$ cat src/rtl/tickdiv_pkg.sv
package tickdiv_pkg;

  typedef enum logic [1:0] {
    MODE_FREE  = 2'd0,
    MODE_GATED = 2'd1,
    MODE_RISE  = 2'd2,
    MODE_FALL  = 2'd3
  } tick_mode_e;

  localparam int DEF_INT_W  = 8;
  localparam int DEF_FRAC_W = 4;
  localparam int DEF_SYNC_STAGES = 2;

endpackage

$ cat src/rtl/tickdiv_pin_sync.sv
module tickdiv_pin_sync #(
  parameter int STAGES = 2
) (
  input  logic clk,
  input  logic rst,
  input  logic pin_async,
  output logic level,
  output logic rise,
  output logic fall
);

  logic [STAGES-1:0] chain_q;
  logic              prev_q;

  generate
    for (genvar s = 0; s < STAGES; s++) begin : g_stage
      if (s == 0) begin : g_first
        always_ff @(posedge clk) begin
          if (rst) chain_q[0] <= 1'b0;
          else     chain_q[0] <= pin_async;
        end
      end else begin : g_next
        always_ff @(posedge clk) begin
          if (rst) chain_q[s] <= 1'b0;
          else     chain_q[s] <= chain_q[s-1];
        end
      end
    end
  endgenerate

  always_ff @(posedge clk) begin
    if (rst) prev_q <= 1'b0;
    else     prev_q <= chain_q[STAGES-1];
  end

  assign level = chain_q[STAGES-1];
  assign rise  = level & ~prev_q;
  assign fall  = ~level & prev_q;

  // a detected rising edge can never repeat on the next cycle
  a_r6_rise_spaced: assert property (@(posedge clk) disable iff (rst)
    rise |=> !rise);

  // same spacing for falling edges
  a_r7_fall_spaced: assert property (@(posedge clk) disable iff (rst)
    fall |=> !fall);

endmodule

$ cat src/rtl/tickdiv_sd_period.sv
module tickdiv_sd_period #(
  parameter int INT_W  = 8,
  parameter int FRAC_W = 4
) (
  input  logic              clk,
  input  logic              rst,
  input  logic              clear,
  input  logic              run,
  input  logic [INT_W-1:0]  div_int,
  input  logic [FRAC_W-1:0] div_frac,
  output logic              fire
);

  localparam int CNT_W = INT_W + 1;
  localparam logic [CNT_W-1:0] FULL_PERIOD = CNT_W'(1) << INT_W;

  logic [CNT_W-1:0]  cnt_q;
  logic [FRAC_W-1:0] acc_q;
  logic              stretch_q;

  logic [CNT_W-1:0]  whole_len;
  logic [CNT_W-1:0]  last_idx;
  logic [FRAC_W:0]   acc_sum;

  always_comb begin
    whole_len = (div_int == '0) ? FULL_PERIOD : {1'b0, div_int};
    last_idx  = whole_len + {{INT_W{1'b0}}, stretch_q} - CNT_W'(1);
    acc_sum   = {1'b0, acc_q} + {1'b0, div_frac};
    fire      = run && (cnt_q >= last_idx);
  end

  always_ff @(posedge clk) begin
    if (rst || clear) begin
      cnt_q     <= '0;
      acc_q     <= '0;
      stretch_q <= 1'b0;
    end else if (run) begin
      if (fire) begin
        cnt_q     <= '0;
        acc_q     <= acc_sum[FRAC_W-1:0];
        stretch_q <= acc_sum[FRAC_W];
      end else begin
        cnt_q <= cnt_q + CNT_W'(1);
      end
    end
  end

  // the count never passes the longest period
  a_r4_cnt_bound: assert property (@(posedge clk) disable iff (rst)
    cnt_q <= FULL_PERIOD);

  // a paused divider keeps its count and accumulator
  a_r5_hold: assert property (@(posedge clk) disable iff (rst)
    (!clear && !run) |=> ($stable(cnt_q) && $stable(acc_q)));

  // disabling empties all divider state
  a_r8_clear: assert property (@(posedge clk) disable iff (rst)
    clear |=> (cnt_q == '0 && acc_q == '0 && !stretch_q));

endmodule

$ cat src/rtl/tickdiv_tick_gen.sv
module tickdiv_tick_gen
  import tickdiv_pkg::*;
(
  input  logic       clk,
  input  logic       rst,
  input  logic       enable,
  input  tick_mode_e mode,
  input  logic       pin_level,
  input  logic       pin_rise,
  input  logic       pin_fall,
  input  logic       div_fire,
  output logic       run,
  output logic       tick
);

  logic event_now;

  always_comb begin
    run       = 1'b0;
    event_now = 1'b0;
    case (mode)
      MODE_FREE:  begin run = enable;             event_now = div_fire; end
      MODE_GATED: begin run = enable & pin_level; event_now = div_fire; end
      MODE_RISE:  event_now = pin_rise;
      MODE_FALL:  event_now = pin_fall;
      default:    event_now = 1'b0;
    endcase
  end

  always_ff @(posedge clk) begin
    if (rst) tick <= 1'b0;
    else     tick <= enable & event_now;
  end

  // a disabled cycle is followed by a quiet output
  a_r8_off_quiet: assert property (@(posedge clk) disable iff (rst)
    !enable |=> !tick);

  // in gated mode the divider only runs while the pin is high
  a_r5_gate_low: assert property (@(posedge clk) disable iff (rst)
    (mode == MODE_GATED && !pin_level) |-> !run);

endmodule

$ cat src/rtl/frac_tick_div.sv
module frac_tick_div
  import tickdiv_pkg::*;
#(
  parameter int INT_W       = DEF_INT_W,
  parameter int FRAC_W      = DEF_FRAC_W,
  parameter int SYNC_STAGES = DEF_SYNC_STAGES
) (
  input  logic              clk,
  input  logic              rst,
  input  logic              enable,
  input  logic [1:0]        mode,
  input  logic [INT_W-1:0]  div_int,
  input  logic [FRAC_W-1:0] div_frac,
  input  logic              ext_pin,
  output logic              tick
);

  logic pin_level, pin_rise, pin_fall;
  logic div_fire, run;

  tickdiv_pin_sync #(.STAGES(SYNC_STAGES)) u_sync (
    .clk       (clk),
    .rst       (rst),
    .pin_async (ext_pin),
    .level     (pin_level),
    .rise      (pin_rise),
    .fall      (pin_fall)
  );

  tickdiv_sd_period #(.INT_W(INT_W), .FRAC_W(FRAC_W)) u_period (
    .clk      (clk),
    .rst      (rst),
    .clear    (!enable),
    .run      (run),
    .div_int  (div_int),
    .div_frac (div_frac),
    .fire     (div_fire)
  );

  tickdiv_tick_gen u_gen (
    .clk       (clk),
    .rst       (rst),
    .enable    (enable),
    .mode      (tick_mode_e'(mode)),
    .pin_level (pin_level),
    .pin_rise  (pin_rise),
    .pin_fall  (pin_fall),
    .div_fire  (div_fire),
    .run       (run),
    .tick      (tick)
  );

endmodule

$ cat config.mk
export PLATFORM = sky130hd
export DESIGN_NAME = frac_tick_div
export DESIGN_NICKNAME = d
export VERILOG_FILES = /design/src/rtl/tickdiv_pkg.sv /design/src/rtl/tickdiv_pin_sync.sv /design/src/rtl/tickdiv_sd_period.sv /design/src/rtl/tickdiv_tick_gen.sv /design/src/rtl/frac_tick_div.sv
export SDC_FILE = /design/constraint.sdc
export NUM_CORES = 1
export LEC_CHECK = 0
export BUFFER_PORTS_ARGS = -buffer_cell sky130_fd_sc_hd__buf_4
export CAP_MARGIN = 30
export CORE_MARGIN = 1
export CORE_UTILIZATION = 59
export CTS_BUF_LIST = sky130_fd_sc_hd__clkbuf_4
export DETAILED_ROUTE_END_ITERATION = 8
export HOLD_SLACK_MARGIN = 0.03
export PLACE_DENSITY = 0.8
export SLEW_MARGIN = 5
export SYNTH_ARGS = -nofsm -noshare
export SYNTH_HDL_FRONTEND = slang
export SYNTH_SLANG_ARGS = --single-unit
$ cat constraint.sdc
create_clock -name clk -period 3.31 [get_ports clk]
set_input_delay 0.331 -clock clk [delete_from_list [all_inputs] [get_ports clk]]
set_output_delay 0.331 -clock clk [all_outputs]
set_load 0.02 [all_outputs]
==> results.sh <==
export IMPL_firstDrtPassIters=4
export IMPL_synth_edf_count=0
export IMPL_max_cap_viol_count=0
export IMPL_clkPwrFrac_pct=27.1
export IMPL_initial_core_util_pct=65.2
export IMPL_clock_path_buffers=2
export IMPL_comb_power_share_pct=17.4
export IMPL_final_cell_mix="18 x buf_4, 18 x dfxtp_1, 16 x ha_1"
export IMPL_synth_seq_cells=18
export IMPL_drive_gt1_share_pct=20.3
export IMPL_gp_congestion=0.841
export IMPL_grt_antenna_before_repair=0
export IMPL_crit_path_start_kind="register"
export IMPL_htreeDepth=1
export IMPL_ant_nets=0
export IMPL_slew_headroom_pct=55.8
export IMPL_r2r_cells=11
export IMPL_yosys_warnings=0
export IMPL_status="finished, final reports clean"
export IMPL_pwr_density_cell_mw_per_mm2=261
export IMPL_grt_pass1_wl_um=4810
export IMPL_dieArea_mm2=0.00245
export IMPL_nNetsFinal=209
export IMPL_slew_violations=0
export IMPL_wl_per_cell_um=13.9
export IMPL_cts_tree="built"
export IMPL_numCtsBuffers=3
export IMPL_post_cts_resized=0
export IMPL_antenna_cells=0
export IMPL_hold_depth=2
export IMPL_syn_avg_cell_area_um2=8.70
export IMPL_busiest_layer="met2"
export IMPL_tns_ns=0
export IMPL_cp_required_ns=3.50
export IMPL_synthesis_nets=188
export IMPL_postSynth_asyncResetShare_pct=0
export IMPL_port_buffers=18
export IMPL_hold_path_class="input pin to register"
export IMPL_cpMostUsedCell="ha_1"
export IMPL_drtIter0Drc=33
export IMPL_worstSetupPathType="register to register"
export IMPL_viasPerCell=5.73
export IMPL_slowest_delay_ns=0.41
export IMPL_switching_share_pct=25.8
export IMPL_die_x_um=49.5
export IMPL_cts_setup_buffers=0
export IMPL_power_uw=395
export IMPL_tightest_slew_ns=0.663
export IMPL_max_freq_mhz=352
export IMPL_ys_types=37
export IMPL_finalHoldViolations=0
export IMPL_rsz0062_at_grt="no"
export IMPL_grt_pass1_vias=1123
export IMPL_vias=1140
export IMPL_die_y_um=49.5
export IMPL_final_core_util_pct=74.1
export IMPL_crit_arrival_ns=3.04
export IMPL_internal_power_uw=293
export IMPL_met2_usage_pct=46.3
export IMPL_path_cells="inv_1 -> ha_1 -> ha_1 -> xnor2_1 -> or4_1 -> ha_1 -> a21oi_1 -> o21a_1 -> nand2b_2 -> nand2_4 -> nor3_1"
export IMPL_grtUsageTotal_pct=26.3
export IMPL_wl_um=2760
export IMPL_vdd_drop_max_v=0.000378
export IMPL_cts_sinks=18
export IMPL_p_leak_nw=0.585
export IMPL_cp_end_kind="register"
export IMPL_synth_seq_area_share_pct=27.1
export IMPL_p_sw_uw=102
export IMPL_core_area_mm2=0.00204
export IMPL_seq_power_share_pct=55.4
export IMPL_post_route_period_util_pct=85.8
export IMPL_finalSetupViolCount=0
export IMPL_grt_max_degree=16
export IMPL_area_delta_synth_final_pct=13.7
export IMPL_hpwl_um=2260
export IMPL_io_pin_count=19
export IMPL_grtUsageMet3_pct=7.10
export IMPL_min_period_ns=2.84
export IMPL_fin_skew_ns=0.00790
export IMPL_rows=16
export IMPL_overflow=0
export IMPL_netlist_instances=153
export IMPL_drc=0
export IMPL_synthFlopType="dfxtp_1"
export IMPL_clkLatencyLatePin_ns=0.30
export IMPL_cts_root_buffer="clkbuf_4"
export IMPL_cp_max_fo=8
export IMPL_cpMaxStageDelayCell="or4_1"
export IMPL_clk_pin_slew_ns=0.10
export IMPL_ctsHoldBuffers=0
export IMPL_met1_usage_pct=31.5
export IMPL_netlist_area_mm2=0.00133
-- layer usage --
metal  vias up  routed length [um]
met5         -                   0
met2        23                1370
met1       525                1260
met4         0                  30
li1        588                   -
met3         4                 105
-- worst max-delay path, delay by kind of cell, from the launching register on --
family          cells  cell delay, ns
flops               1            0.32
simple gates        4            1.04
compound gates      2            0.44
buf+inv             1            0.07
fa+ha+maj           3            0.73
xor+xnor            1            0.13
-- cells in the mapped netlist, types with 2 or more instances --
library cell / n / area share (%)
nor3_1: 9 / 3.4
inv_1: 10 / 2.8
a21oi_1: 9 / 3.4
nor2b_1: 5 / 2.3
dfxtp_1: 18 / 27
nand2b_1: 2 / 0.94
nand3_1: 7 / 2.6
nand4_1: 5 / 2.3
a31oi_1: 3 / 1.4
a211oi_2: 2 / 1.9
o21ai_0: 5 / 1.9
ha_1: 16 / 15
and2_1: 2 / 0.94
xnor2_1: 12 / 7.9
o21a_1: 2 / 1.1
nor2_1: 9 / 2.5
nand2_1: 14 / 3.9
nor3_2: 3 / 2.3
nor3b_1: 2 / 1.1
-- path summary, 6_finish.rpt --
check                                                     start                        endpoint  slack [ns]
worst min-delay path                                        rst         u_sync.level$_SDFF_PP0_        0.22
worst min register to register     u_sync.chain_q[0]$_SDFF_PP0_         u_sync.level$_SDFF_PP0_        0.45
worst max register to register  u_period.stretch_q$_SDFFE_PP0P_  u_period.cnt_q[5]$_SDFFE_PP0P_        0.47
worst max-delay path            u_period.stretch_q$_SDFFE_PP0P_  u_period.cnt_q[5]$_SDFFE_PP0P_        0.47
-- registers in the layout (all words and copies together), names as in the netlist --
register	cells
u_gen.tick	1
u_period.acc_q	4
u_period.cnt_q	9
u_period.stretch_q	1
u_sync.chain_q	1
u_sync.level	1
u_sync.prev_q	1
-- power by group through the flow --
stage / combinational, mW / sequential (mW) / clock (mW)
floorplan: 0.0411 / 0.224 / 0
global placement: 0.0654 / 0.224 / 0
detailed placement: 0.0690 / 0.224 / 0
CTS: 0.0694 / 0.219 / 0.110
global route: 0.0775 / 0.220 / 0.120
finish: 0.0689 / 0.219 / 0.107
-- cell families after synthesis --
logic type / after synthesis / synth area share [%]
AND/OR/NAND/NOR: 64 / 26.5
AO/OA/AOI/OAI: 28 / 17.0
flip-flops: 18 / 27.1
adder cells (fa/ha/maj): 17 / 16.5
XOR/XNOR: 13 / 8.55
buffers and inverters: 12 / 3.48
multiplexers: 1 / 0.846
-- cell type report --
type                            count  area (um^2)
Multi-Input combinational cell    123          925
Fill cell                         159          528
Sequential cell                    18          360
Timing Repair Buffer               18          135
Inverter                           10         37.5
Tap cell                           27         33.8
Clock buffer                        3         22.5
-- metrics by stage --
stage / cell area, um^2 / cells / hold WS (ns) / worst slack, ns
finish: 1510 / 199 / 0.218 / 0.469
detailed placement: 1490 / 196 / 0.424 / 0.433
floorplan: 1330 / 153 / 0.403 / 0.808
global placement: 1490 / 196 / 0.424 / 0.583
CTS: 1510 / 199 / 0.212 / 0.513
global route: 1510 / 199 / 0.202 / 0.335
(Power assumes the default switching activity.)
